`config.mk`:
```
export PLATFORM = sky130hd
export DESIGN_NAME = chan_wake_ctrl
export DESIGN_NICKNAME = d
export VERILOG_FILES = /design/src/rtl/chan_wake_pkg.sv /design/src/rtl/pin_edge_sync.sv /design/src/rtl/start_qualifier.sv /design/src/rtl/holdoff_counter.sv /design/src/rtl/chan_wake_ctrl.sv
export SDC_FILE = /design/constraint.sdc
export NUM_CORES = 1
export LEC_CHECK = 0
export ABC_AREA = 1
export BUFFER_PORTS_ARGS = -buffer_cell sky130_fd_sc_hd__buf_2
export CAP_MARGIN = 10
export CORE_AREA = 4 4 78 80
export CTS_CLUSTER_SIZE = 25
export DETAILED_ROUTE_END_ITERATION = 8
export DIE_AREA = 0 0 82 84
export PLACE_DENSITY = 0.57
export SLEW_MARGIN = 20
export SYNTH_ARGS = -nofsm -noshare
export SYNTH_HDL_FRONTEND = slang
export SYNTH_HIERARCHICAL = 1
export SYNTH_SLANG_ARGS = --single-unit
```
`constraint.sdc`:
```
create_clock -name clk -period 1.5 [get_ports clk]
set_input_delay 0.225 -clock clk [delete_from_list [all_inputs] [get_ports clk]]
set_output_delay 0.225 -clock clk [all_outputs]
set_load 0.005 [all_outputs]
```
`src/rtl/chan_wake_pkg.sv`:
```
package chan_wake_pkg;

    // Channel state carried by the hold-off counter
    typedef struct packed {
        logic active;
        logic init;
    } chan_st_t;

    localparam chan_st_t ST_ASLEEP = '{active: 1'b0, init: 1'b0};

    // State after one counting step; expiry wakes and initialises
    function automatic chan_st_t step_state(chan_st_t cur, logic expire);
        chan_st_t nxt;
        nxt.active = cur.active | expire;
        nxt.init   = expire;
        return nxt;
    endfunction

endpackage

```
`src/rtl/pin_edge_sync.sv`:
```
module pin_edge_sync #(
    parameter int NUM_PINS = 4
) (
    input  logic                clk,
    input  logic                rst,
    input  logic [NUM_PINS-1:0] pin_i,
    output logic [NUM_PINS-1:0] rise_o
);
    logic [NUM_PINS-1:0] meta_q, stab_q, last_q;

    for (genvar p = 0; p < NUM_PINS; p++) begin : g_pin
        always_ff @(posedge clk) begin
            if (rst) begin
                meta_q[p] <= 1'b0;
                stab_q[p] <= 1'b0;
                last_q[p] <= 1'b0;
            end else begin
                meta_q[p] <= pin_i[p];
                stab_q[p] <= meta_q[p];
                last_q[p] <= stab_q[p];
            end
        end
        assign rise_o[p] = stab_q[p] & ~last_q[p];
    end

    AST_EDGE_SINGLE: assert property (@(posedge clk) disable iff (rst)
        (|rise_o) |=> ((rise_o & $past(rise_o)) == '0));

endmodule

```
`src/rtl/start_qualifier.sv`:
```
module start_qualifier #(
    parameter int NUM_PINS = 4
) (
    input  logic                clk,
    input  logic                rst,
    input  logic                soft_sync_i,
    input  logic                soft_en_i,
    input  logic [NUM_PINS-1:0] pin_rise_i,
    input  logic [NUM_PINS-1:0] pin_en_i,
    input  logic                sleep_i,
    output logic                fire_o
);
    logic sleep_q;
    logic wake_cmd;

    always_ff @(posedge clk) begin
        if (rst) sleep_q <= 1'b1;
        else     sleep_q <= sleep_i;
    end

    assign wake_cmd = sleep_q & ~sleep_i;
    assign fire_o   = ~sleep_i & (wake_cmd
                                  | (soft_sync_i & soft_en_i)
                                  | (|(pin_rise_i & pin_en_i)));

    AST_SLEEP_BLOCKS: assert property (@(posedge clk) disable iff (rst)
        sleep_i |-> !fire_o);
    AST_WAKE_FIRES: assert property (@(posedge clk) disable iff (rst)
        ($past(sleep_i) && !sleep_i) |-> fire_o);

endmodule

```
`src/rtl/holdoff_counter.sv`:
```
module holdoff_counter
    import chan_wake_pkg::*;
#(
    parameter int CNT_W = 16
) (
    input  logic             clk,
    input  logic             rst,
    input  logic             fire_i,
    input  logic             sleep_i,
    input  logic [CNT_W-1:0] preload_i,
    output chan_st_t         st_o
);
    localparam logic [CNT_W-1:0] ONE  = CNT_W'(1);
    localparam logic [CNT_W-1:0] ZERO = '0;

    logic [CNT_W-1:0] cnt_q;
    chan_st_t         st_q;

    always_ff @(posedge clk) begin
        if (rst) begin
            cnt_q <= ZERO;
            st_q  <= ST_ASLEEP;
        end else if (sleep_i) begin
            cnt_q <= ZERO;
            st_q  <= ST_ASLEEP;
        end else if (fire_i) begin
            cnt_q   <= preload_i;
            st_q.init <= 1'b0;
        end else if (cnt_q != ZERO) begin
            cnt_q <= cnt_q - ONE;
            st_q  <= step_state(st_q, cnt_q == ONE);
        end else begin
            st_q.init <= 1'b0;
        end
    end

    assign st_o = st_q;

    AST_LOAD_PRELOAD: assert property (@(posedge clk) disable iff (rst)
        (fire_i && !sleep_i && preload_i != ZERO) |=> (cnt_q == $past(preload_i)));
    AST_ZERO_NO_WAKE: assert property (@(posedge clk) disable iff (rst)
        (fire_i && !sleep_i && preload_i == ZERO) |=> (!st_q.init && st_q.active == $past(st_q.active)));
    AST_SLEEP_DROPS: assert property (@(posedge clk) disable iff (rst)
        sleep_i |=> (!st_q.active && !st_q.init));
    AST_INIT_ACTIVE: assert property (@(posedge clk) disable iff (rst)
        st_q.init |-> st_q.active);
    AST_RISE_HAS_INIT: assert property (@(posedge clk) disable iff (rst)
        $rose(st_q.active) |-> st_q.init);

endmodule

```
`src/rtl/chan_wake_ctrl.sv`:
```
module chan_wake_ctrl
    import chan_wake_pkg::*;
#(
    parameter int NUM_PINS = 4,
    parameter int CNT_W    = 16
) (
    input  logic                clk,
    input  logic                rst,
    input  logic                soft_sync_i,
    input  logic                soft_en_i,
    input  logic [NUM_PINS-1:0] pin_sync_i,
    input  logic [NUM_PINS-1:0] pin_en_i,
    input  logic                sleep_i,
    input  logic [CNT_W-1:0]    holdoff_i,
    output logic                chan_active_o,
    output logic                init_pulse_o,
    output logic                cfg_write_ok_o
);
    logic [NUM_PINS-1:0] pin_rise;
    logic                fire;
    chan_st_t            st;

    pin_edge_sync #(.NUM_PINS(NUM_PINS)) u_sync (
        .clk    (clk),
        .rst    (rst),
        .pin_i  (pin_sync_i),
        .rise_o (pin_rise)
    );

    start_qualifier #(.NUM_PINS(NUM_PINS)) u_qual (
        .clk         (clk),
        .rst         (rst),
        .soft_sync_i (soft_sync_i),
        .soft_en_i   (soft_en_i),
        .pin_rise_i  (pin_rise),
        .pin_en_i    (pin_en_i),
        .sleep_i     (sleep_i),
        .fire_o      (fire)
    );

    holdoff_counter #(.CNT_W(CNT_W)) u_cnt (
        .clk       (clk),
        .rst       (rst),
        .fire_i    (fire),
        .sleep_i   (sleep_i),
        .preload_i (holdoff_i),
        .st_o      (st)
    );

    assign chan_active_o  = st.active;
    assign init_pulse_o   = st.init;
    assign cfg_write_ok_o = ~st.active;

    AST_ACTIVE_HOLDS: assert property (@(posedge clk) disable iff (rst)
        ($past(chan_active_o) && !$past(sleep_i)) |-> chan_active_o);

endmodule

```
# Word level (Yosys, flattened, before mapping)
# Cells that the tools add are included.
[totals]
register_bits = 31
output_inout_bits = 3
inputBits = 29
elab_cells = 45
[op_classes]
n_eq_ne = 1
mux = 2
bitwise_logic = 19
n_reduce_logical = 6
addsub = 1
[ops]
columns = ["op", "count"]
rows = [
  ["two-way mux 16 bit", 2],
  ["equality test 16 x 1 -> 1 bit (second input constant)", 1],
  ["nonzero test 16 bit", 1],
  ["subtractor 16 x 1 -> 16 bit (second input constant)", 1],
  ["NOT 1 bit", 8],
  ["OR reduction 4 bit", 2],
  ["AND 1 bit", 7],
  ["AND 4 bit", 1],
  ["OR 1 bit", 3],
  ["AND reduction 2 bit", 1],
  ["nonzero test 2 bit", 1],
  ["OR reduction 2 bit", 1],
]

# Longest topological paths before layout
# Gate-level depths: netlist (run 1).
[logic_depth]
depth_word = 8
mapped_depth = 14
mapped_depth_nobuf = 12

# Cells and area by module
# The synthesis (run 1) kept the hierarchy.
[by_module_without_submodules]
columns = ["mod", "instances", "area_each_um2", "seq_area_each_um2", "cells_per_inst"]
rows = [
  ["holdoff_counter", 1, 1164.9, 360.3, 186],
  ["pin_edge_sync", 1, 356.6, 240.2, 41],
  ["start_qualifier", 1, 72.6, 20.0, 14],
  ["chan_wake_ctrl", 1, 3.8, 0.0, 1],
]

# Worst setup path after synthesis (run 1)
# No wires, ideal clock.
[synth_path]
path_type = "flip-flop to flip-flop"
startpoint = "register u_sync.stab_q[2]"
endpoint = "register u_cnt.cnt_q[12]"
n_path_buf = 2
period_less_slack_ps = 1588
setup_ps = 128
t_required_ps = 1372
t_arrival_ps = 1461
path_slack_ps = -88
path_stages_with_launch = 15
path_cell_list = "dfxtp_1 inv_1 nor2_1 nand2_1 nand2_1 inv_1 a21oi_1 buf_4 inv_1 buf_2 or2_2 nand2_1 inv_1 nand2_1 nor2_1"
[synth_via]
elab_chain_cells = 6
elab_cells_between_ends = 7
classes_between = "1 x mux; 4 x bitwise; 2 x reduce/logical"
[synth_lines]
columns = ["element", "line", "text"]
rows = [
  ["start: declaration", "pin_edge_sync.sv:9", "logic [NUM_PINS-1:0] meta_q, stab_q, last_q;"],
  ["start signal: indexed assignment", "pin_edge_sync.sv:19", "stab_q[p] <= meta_q[p];"],
  ["AND 1 bit (*)", "pin_edge_sync.sv:23", "assign rise_o[p] = stab_q[p] & ~last_q[p];"],
  ["via pin_rise[2]", "chan_wake_ctrl.sv:19", "logic [NUM_PINS-1:0] pin_rise;"],
  ["AND 4 bit (*)", "start_qualifier.sv:24", "| (|(pin_rise_i & pin_en_i)));"],
  ["OR reduction 4 bit (*)", "start_qualifier.sv:24", ""],
  ["OR 1 bit (*)", "start_qualifier.sv:24", ""],
  ["AND 1 bit (*)", "start_qualifier.sv:22", "assign fire_o = ~sleep_i & (wake_cmd"],
  ["via fire", "chan_wake_ctrl.sv:20", "logic fire;"],
  ["two-way mux 16 bit / nonzero test 2 bit (equally long branches)", "--", ""],
  ["end signal: assignment", "holdoff_counter.sv:27", "cnt_q <= preload_i;"],
  ["end signal: assignment", "holdoff_counter.sv:30", "cnt_q <= cnt_q - ONE;"],
  ["end: declaration", "holdoff_counter.sv:16", "logic [CNT_W-1:0] cnt_q;"],
]
# Mark *: on every way through the listed nets, which the timed path passes. The rest lies on a longest branch.
# A chain may end at the register's enable or synchronous reset.

# Worst setup path after layout (run 1)
# Same ends and word-level chain as after synthesis.

==> results.sh, run 1 <==
export IMPL_outcome="finished clean"
export IMPL_h_tree_lvl_count=2
export IMPL_p_comb_frac=0.321
export IMPL_hold_viol_final=0
export IMPL_clk_buf_depth=2
export IMPL_cts_reportedPaths_clkPinSlew_ns=0.07
export IMPL_grt_overflow_total=0
export IMPL_place_detailed_hpwl_mm=2.828
export IMPL_synthAdderAreaFrac=0.01566
export IMPL_hp_start="pin_sync_i[1]"
export IMPL_setup_worst_path_class="reg -> reg"
export IMPL_slew_limit_headroom=0.8054
export IMPL_yosysSeqAreaShare=0.3884
export IMPL_vias_per_cell=4.319
export IMPL_max_freq_mhz=693.6
export IMPL_critPathSlowestCell="sky130_fd_sc_hd__dfxtp_1"
export IMPL_net_sw_power_uw=828.2
export IMPL_slew_violations=0
export IMPL_num_vias=1555
export IMPL_syn_avg_cell_area_um2=6.602
export IMPL_post_route_cells_drive_above_1_share=0.3056
export IMPL_antenna_found_initial=0
export IMPL_min_delay_worst_type="in -> reg"
export IMPL_placedCellCount=349
export IMPL_synth_area_mux_share=0
export IMPL_netlist_cell_type_count=28
export IMPL_critical_path_peak_fanout=6
export IMPL_gr_usage_all_layers=0.1205
export IMPL_cts_buffers=5
export IMPL_cts_sinks=31
export IMPL_worst_setup_skew_after_layout_ns=0.007466
export IMPL_crit_top_cell="sky130_fd_sc_hd__nand2_1"
export IMPL_via_count_of_the_first_global_routing_pass=1443
export IMPL_grt_start_max_net_pins=17
export IMPL_total_leakage_power_nw=1.008
export IMPL_final_setup_tns_ns=0
export IMPL_yosys_area_top_type_share=0.3884
export IMPL_irDropWorstVdd_uv=606.7
export IMPL_power_density_nw_per_um2=1115
export IMPL_fp_dieArea_um2=6888
export IMPL_ff2ff_path_depth=12
export IMPL_r2r_start="u_sync/stab_q[2]$_SDFF_PP0_"
export IMPL_start_kind="register"
export IMPL_synth_top_cells_by_area="sky130_fd_sc_hd__dfxtp_1, sky130_fd_sc_hd__nand2_1, sky130_fd_sc_hd__nor2_1"
export IMPL_timing_critical_path_cells="inv_1, nor2_1, nand2_1, nand2_1, inv_2, a21oi_4, inv_4, or2_4, nand2_2, inv_2, nand2_1, nor2_1"
export IMPL_antenna_left=0
export IMPL_initial_core_util=0.2956
export IMPL_initialDrtViolationCount=51
export IMPL_floorplan_rows=27
export IMPL_cp_end_kind="register"
export IMPL_synth_most_common_cell="sky130_fd_sc_hd__nand2_1"
export IMPL_synth_area_leader_cell="sky130_fd_sc_hd__dfxtp_1"
export IMPL_die_w_um=82
export IMPL_drt_drc_violations_left=0
export IMPL_antenna_diode_count=0
export IMPL_post_route_min_period_ns=1.442
export IMPL_synth_compound_area_frac=0.08849
export IMPL_timing_final_crit_share=0.9612
export IMPL_r2r_slack_ns=0.06
export IMPL_syn_nets=273
export IMPL_min_to="u_sync/meta_q[1]$_SDFF_PP0_"
export IMPL_crit_path_max_incr_delay_ns=0.31
export IMPL_timing_rr_end="u_cnt/cnt_q[12]$_SDFFE_PP0P_"
export IMPL_yosys_register_bits=31
export IMPL_cts_root_buffer_cell="sky130_fd_sc_hd__clkbuf_8"
export IMPL_post_drt_wl_per_cell_um=10.69
export IMPL_design_power_total_mw=2.312
export IMPL_cts_tree="built"
export IMPL_ys_warn_count=6
export IMPL_total_wirelength_of_the_detailed_routed_design_mm=3.847
export IMPL_grt_first_pass_wirelength_mm=6.368
export IMPL_timing_critical_path_from="u_sync/stab_q[2]$_SDFF_PP0_"
export IMPL_critical_path_arrival_ns=1.62
export IMPL_synth_edf_count=0
export IMPL_nets=318
export IMPL_floorplan_core_area_um2=5405
export IMPL_yosys_area_share_simple=0.3947
export IMPL_die_y_um=84
export IMPL_clock_latency_on_the_worst_skew_pair_ns=0.29
export IMPL_netlist_top_cells_count="sky130_fd_sc_hd__nand2_1, sky130_fd_sc_hd__nor2_1, sky130_fd_sc_hd__inv_1"
export IMPL_p_sw_frac=0.3581
export IMPL_max_cap_violations=0
export IMPL_power_frac_clock=0.283
export IMPL_setup_violations_final=0
export IMPL_synth_async_reset_ratio=0
export IMPL_syn_area_um2=1598
export IMPL_critical_path_required_ns=1.68
export IMPL_io_pins=32
export IMPL_rsz_0062_raised_after_global_routing="yes"
export IMPL_whs_path_depth=3
export IMPL_instances_no_fill=360
export IMPL_drt_pass1_iter_count=4
export IMPL_post_cts_hold_buffer_count=0
export IMPL_intPower_mw=1.484
export IMPL_finalWeightedCongestion=0.8383
export IMPL_largest_family_of_logic_cells_by_synthesized_area="simple AND/OR/NAND/NOR gates"
export IMPL_synthXorXnorAreaFrac=0.005482
export IMPL_pwr_share_seq=0.396
export IMPL_area_growth_syn_to_layout_pct=29.84
export IMPL_placement_io_buffers=31
export IMPL_timing_worst_slew_pin_value_ns=0.2909
export IMPL_ys_dominant_reg_cell="sky130_fd_sc_hd__dfxtp_1"
export IMPL_synthCells=242
==> power by group through the flow <==
stage                     combinational (mW)  sequential, mW  clock, mW
after floorplan                        0.516           0.923          0
after global placement                 0.678           0.933          0
after detailed placement               0.682           0.934          0
after CTS                              0.700           0.915      0.685
after global routing                   0.853           0.923      0.719
final                                  0.743           0.916      0.653
==> cell usage in the layout, fill, tap and decap left out, types with 3 or more instances in the layout <==
cell / count
sky130_fd_sc_hd__a21oi_1: 8
sky130_fd_sc_hd__a21oi_2: 6
sky130_fd_sc_hd__buf_2: 31
sky130_fd_sc_hd__buf_4: 9
sky130_fd_sc_hd__clkbuf_8: 5
sky130_fd_sc_hd__dfxtp_1: 29
sky130_fd_sc_hd__inv_1: 29
sky130_fd_sc_hd__inv_2: 5
sky130_fd_sc_hd__nand2_1: 64
sky130_fd_sc_hd__nand2_2: 6
sky130_fd_sc_hd__nand3_1: 11
sky130_fd_sc_hd__nand3b_1: 3
sky130_fd_sc_hd__nor2_1: 41
sky130_fd_sc_hd__nor2_2: 4
sky130_fd_sc_hd__nor2_4: 3
sky130_fd_sc_hd__o21ai_0: 6
==> critical path, delay by kind of cell (launching register included) <==
| kind | cells | cell delay, ns |
|---|---|---|
| DFF | 1 | 0.31 |
| and+or+nand+nor | 7 | 0.61 |
| AOI/OAI and AO/OA | 1 | 0.20 |
| buffers and inverters | 4 | 0.20 |
==> worst max path at each step <==
stage,endpoint,cells after the start,slack (ns)
floorplan,u_cnt/cnt_q[12]$_SDFFE_PP0P_,14,0.01
global placement,u_cnt/cnt_q[11]$_SDFFE_PP0P_,11,-0.02
detailed placement,u_cnt/cnt_q[15]$_SDFFE_PP0P_,11,-0.01
CTS,u_cnt/cnt_q[1]$_SDFFE_PP0P_,13,0.03
global route,u_cnt/cnt_q[12]$_SDFFE_PP0P_,12,-0.04
finish,u_cnt/cnt_q[12]$_SDFFE_PP0P_,12,0.06
==> cell type report <==
class	instances	area [um2]
timing repair buffer	42	254.0
inverter	36	142.6
sequential	31	623.1
clock inverter	3	20.02
clock buffer	5	68.82
fill	603	3331
tap	72	90.09
multi-input combinational	171	875.8
==> logic make-up after synthesis <==
group | after synthesis
AOI/OAI and AO/OA | 24
xor gates and xnor gates | 1
adders and majority gates | 2
buffers and inverters | 41
DFF | 31
and+or+nand+nor | 143
==> through the flow <==
step	cell area [um2]	hold WS [ns]	worst slack, ns	utilization
final	2074	0.1296	0.05826	0.3838
after global routing	2074	0.1308	-0.04204	0.3838
after CTS	1994	0.1216	0.03448	0.3690
after detailed placement	1897	0.3961	-0.01204	0.3509
after global placement	1897	0.3898	-0.01527	0.3509
after floorplan	1609	0.2962	0.01162	-
==> flip-flops by register name, summed over array words and instances, names as in the netlist <==
signal and flops:
u_qual/sleep_q 1, u_cnt/st_o 2, u_sync/meta_q 4, u_sync/stab_q 4
u_sync/last_q 4, u_cnt/cnt_q 16
==> metal layers <==
| metal | part of all wire | global-route usage | up-vias | wire length (um) |
|---|---|---|---|---|
| li1 | - | - | 831 | - |
| met1 | 0.46 | 0.1547 | 688 | 1787 |
| met2 | 0.46 | 0.1785 | 29 | 1772 |
| met3 | 0.058 | 0.03996 | 7 | 222 |
| met4 | 0.017 | 0.05740 | 0 | 65 |
| met5 | 0 | 0 | - | 0 |
==> timing repair <==
item	4_1_cts	5_1_grt
cloned	1	0
endpoints found under the hold margin	0	0
setup endpoints to repair	9	18
gates resized for setup	0	27
pin swaps	0	14
buffers inserted	0	4
Note: power is estimated with default switching activity, not from simulation.
==> inputs of run 2 (changes only) <==
--- a/config.mk
+++ b/config.mk
@@ -8,11 +8,11 @@
 export ABC_AREA = 1
 export BUFFER_PORTS_ARGS = -buffer_cell sky130_fd_sc_hd__buf_2
 export CAP_MARGIN = 10
-export CORE_AREA = 4 4 78 80
+export CORE_AREA = 4 4 61 104
 export CTS_CLUSTER_SIZE = 25
 export DETAILED_ROUTE_END_ITERATION = 8
-export DIE_AREA = 0 0 82 84
-export PLACE_DENSITY = 0.57
+export DIE_AREA = 0 0 65 108
+export PLACE_DENSITY = 0.56
 export SLEW_MARGIN = 20
 export SYNTH_ARGS = -nofsm -noshare
 export SYNTH_HDL_FRONTEND = slang
==> run 2 against run 1 <==
Effect of this change: power increased by 7.2%; cell area grew 0.36%; clock skew shrank 0.0065 ns; sequential cell count stayed put; sequential power about the same; worst hold slack gained 0.014 ns; sequential share of layout area decreased by 0.11 points; fmax shrank 1.1%; wire length is 2.8% higher; highest routed layer unchanged; clock power grew 31%; setup slack worse by 0.016 ns; final cell count is 1.7% higher.
==> results.sh, run 2 (synthesized netlist as in run 1, its figures left out) <==
export IMPL_outcome="finished clean"
export IMPL_floorplan_rows=36
export IMPL_cts_root_buffer_cell="sky130_fd_sc_hd__clkbuf_8"
export IMPL_cts_tree="built"
export IMPL_grt_start_max_net_pins=16
export IMPL_cts_sinks=31
export IMPL_total_wirelength_of_the_detailed_routed_design_mm=3.955
export IMPL_worst_path_buffer_plus_inverter_count=3
export IMPL_grt_first_pass_wirelength_mm=6.768
export IMPL_cp_end_kind="register"
export IMPL_num_vias=1588
export IMPL_placement_io_buffers=31
export IMPL_start_kind="register"
export IMPL_largest_register_ffs=16
export IMPL_layout_common_cells="sky130_fd_sc_hd__nand2_1, sky130_fd_sc_hd__nor2_1, sky130_fd_sc_hd__inv_1, sky130_fd_sc_hd__buf_2, sky130_fd_sc_hd__dfxtp_1"
export IMPL_antenna_found_initial=0
export IMPL_fin_util=0.3758
export IMPL_post_drt_wl_per_cell_um=10.81
export IMPL_fillerInstances=627
export IMPL_antenna_diode_count=0
export IMPL_io_pins=32
export IMPL_max_freq_mhz=686.2
export IMPL_post_cts_hold_buffer_count=0
export IMPL_drt_drc_violations_left=0
export IMPL_crit_top_cell="sky130_fd_sc_hd__nor2_1"
export IMPL_clk_buf_depth=2
export IMPL_place_detailed_hpwl_mm=3.162
export IMPL_worst_setup_skew_after_layout_ns=0.0009407
export IMPL_vias_per_cell=4.339
export IMPL_h_tree_lvl_count=2
export IMPL_crit_family="simple AND/OR/NAND/NOR gates"
export IMPL_critical_path_required_ns=1.67
export IMPL_final_critical_path_setup_slack_ns=0.04276
export IMPL_max_cap_violations=0
export IMPL_die_w_um=65
export IMPL_crit_path_max_incr_delay_ns=0.31
export IMPL_fp_dieArea_um2=7020
export IMPL_cts_reportedPaths_clkPinSlew_ns=0.07
export IMPL_cts_buffers=5
export IMPL_post_route_min_period_ns=1.457
export IMPL_slew_limit_headroom=0.7936
export IMPL_power_density_nw_per_um2=1191
export IMPL_top_register="u_cnt/cnt_q"
export IMPL_initialDrtViolationCount=46
export IMPL_drt_pass1_iter_count=4
export IMPL_timing_final_crit_share=0.9715
export IMPL_gr_usage_all_layers=0.1253
export IMPL_floorplan_core_area_um2=5540
export IMPL_total_leakage_power_nw=1.035
export IMPL_grt_overflow_total=0
export IMPL_post_route_cells_drive_above_1_share=0.2724
export IMPL_hold_viol_final=0
export IMPL_die_y_um=108
export IMPL_nets=320
export IMPL_timing_critical_path_cells="inv_1, nor2_1, nand2_1, nand2_1, nor2_1, a21oi_1, buf_4, inv_6, or2_2, nand3_1, nor2_1"
export IMPL_critPathSlowestCell="sky130_fd_sc_hd__dfxtp_1"
export IMPL_critical_path_peak_fanout=6
export IMPL_clock_latency_on_the_worst_skew_pair_ns=0.28
export IMPL_finalWeightedCongestion=0.8311
export IMPL_final_setup_tns_ns=0
export IMPL_irDropWorstVdd_uv=660.9
export IMPL_pre_cts_slack_ns=0.008040
export IMPL_slew_violations=0
export IMPL_via_count_of_the_first_global_routing_pass=1613
export IMPL_design_power_total_mw=2.479
export IMPL_critical_path_arrival_ns=1.62
export IMPL_antenna_left=0
export IMPL_setup_violations_final=0
export IMPL_mostFrequentLayoutCell="sky130_fd_sc_hd__nand2_1"
export IMPL_timing_worst_slew_pin_value_ns=0.3090
export IMPL_setup_worst_path_class="reg -> reg"
export IMPL_rsz_0062_raised_after_global_routing="yes"
export IMPL_area_growth_syn_to_layout_pct=30.31
export IMPL_initial_core_util=0.2884
export IMPL_min_delay_worst_type="in -> reg"
run 2: cell types whose count changed in the layout (fill, tap and decap cells not counted), sizes merged:
cell	change
clkbuf	+1
bufinv	+1
a21oi	-1
buf	+2
clkinv	+1
clkinvlp	-2
run 2: worst min-delay path, delay by kind of cell:
kind / cells / cell delay [ns]
and+or+nand+nor: 1 / 0.06
buffers and inverters: 2 / 0.10
run 2: path summary, 6_finish.rpt:
check / startpoint / to / slack [ns] / cells after the start
worst max-delay path: u_sync/stab_q[1]$_SDFF_PP0_ / u_cnt/cnt_q[8]$_SDFFE_PP0P_ / 0.04 / 11
worst min register to register: u_sync/meta_q[2]$_SDFF_PP0_ / u_sync/stab_q[2]$_SDFF_PP0_ / 0.40 / 2
worst min-delay path: pin_sync_i[3] / u_sync/meta_q[3]$_SDFF_PP0_ / 0.14 / 3
worst max register to register: u_sync/stab_q[1]$_SDFF_PP0_ / u_cnt/cnt_q[8]$_SDFFE_PP0P_ / 0.04 / 11
run 2: per-stage QoR:
stage,std cells,hold WS (ns),cell area [um2]
floorplan,242,0.2962,1609
global placement,354,0.3886,1897
detailed placement,354,0.3956,1897
CTS,363,0.1305,2022
global route,366,0.1484,2082
finish,366,0.1436,2082
run 2: timing repair:
action / CTS / global route
hold endpoints to repair: 0 / 0
pin swaps: 0 / 8
setup endpoints to repair: 3 / 17
gates resized for setup: 0 / 13
cloned: 0 / 1
setup buffers: 1 / 2
run 2: area by class of cell:
type                            count  area [um2]  share of cell area
Multi-Input combinational cell    170       827.0              0.3972
Sequential cell                    31       623.1              0.2993
Timing Repair Buffer               44       269.0              0.1292
Inverter                           36       145.1             0.06971
Tap cell                           76       95.09             0.04567
Clock buffer                        6       82.58             0.03966
Clock inverter                      2       35.03             0.01683
Timing Repair inverter              1       5.005            0.002404
run 2: routing by layer:
layer | vias up | track usage | share of wire
met3 | 6 | 0.03015 | 0.046
met1 | 720 | 0.1083 | 0.35
met5 | - | 0 | 0
met2 | 29 | 0.2549 | 0.58
met4 | 0 | 0.06051 | 0.019
li1 | 833 | - | -
run 2: report_power, final:
part           switching (mW)  internal [mW]  total, mW
Sequential             0.0413          0.875      0.916
Combinational           0.429          0.278      0.708
Clock                   0.318          0.537      0.855
Total                   0.789           1.69       2.48
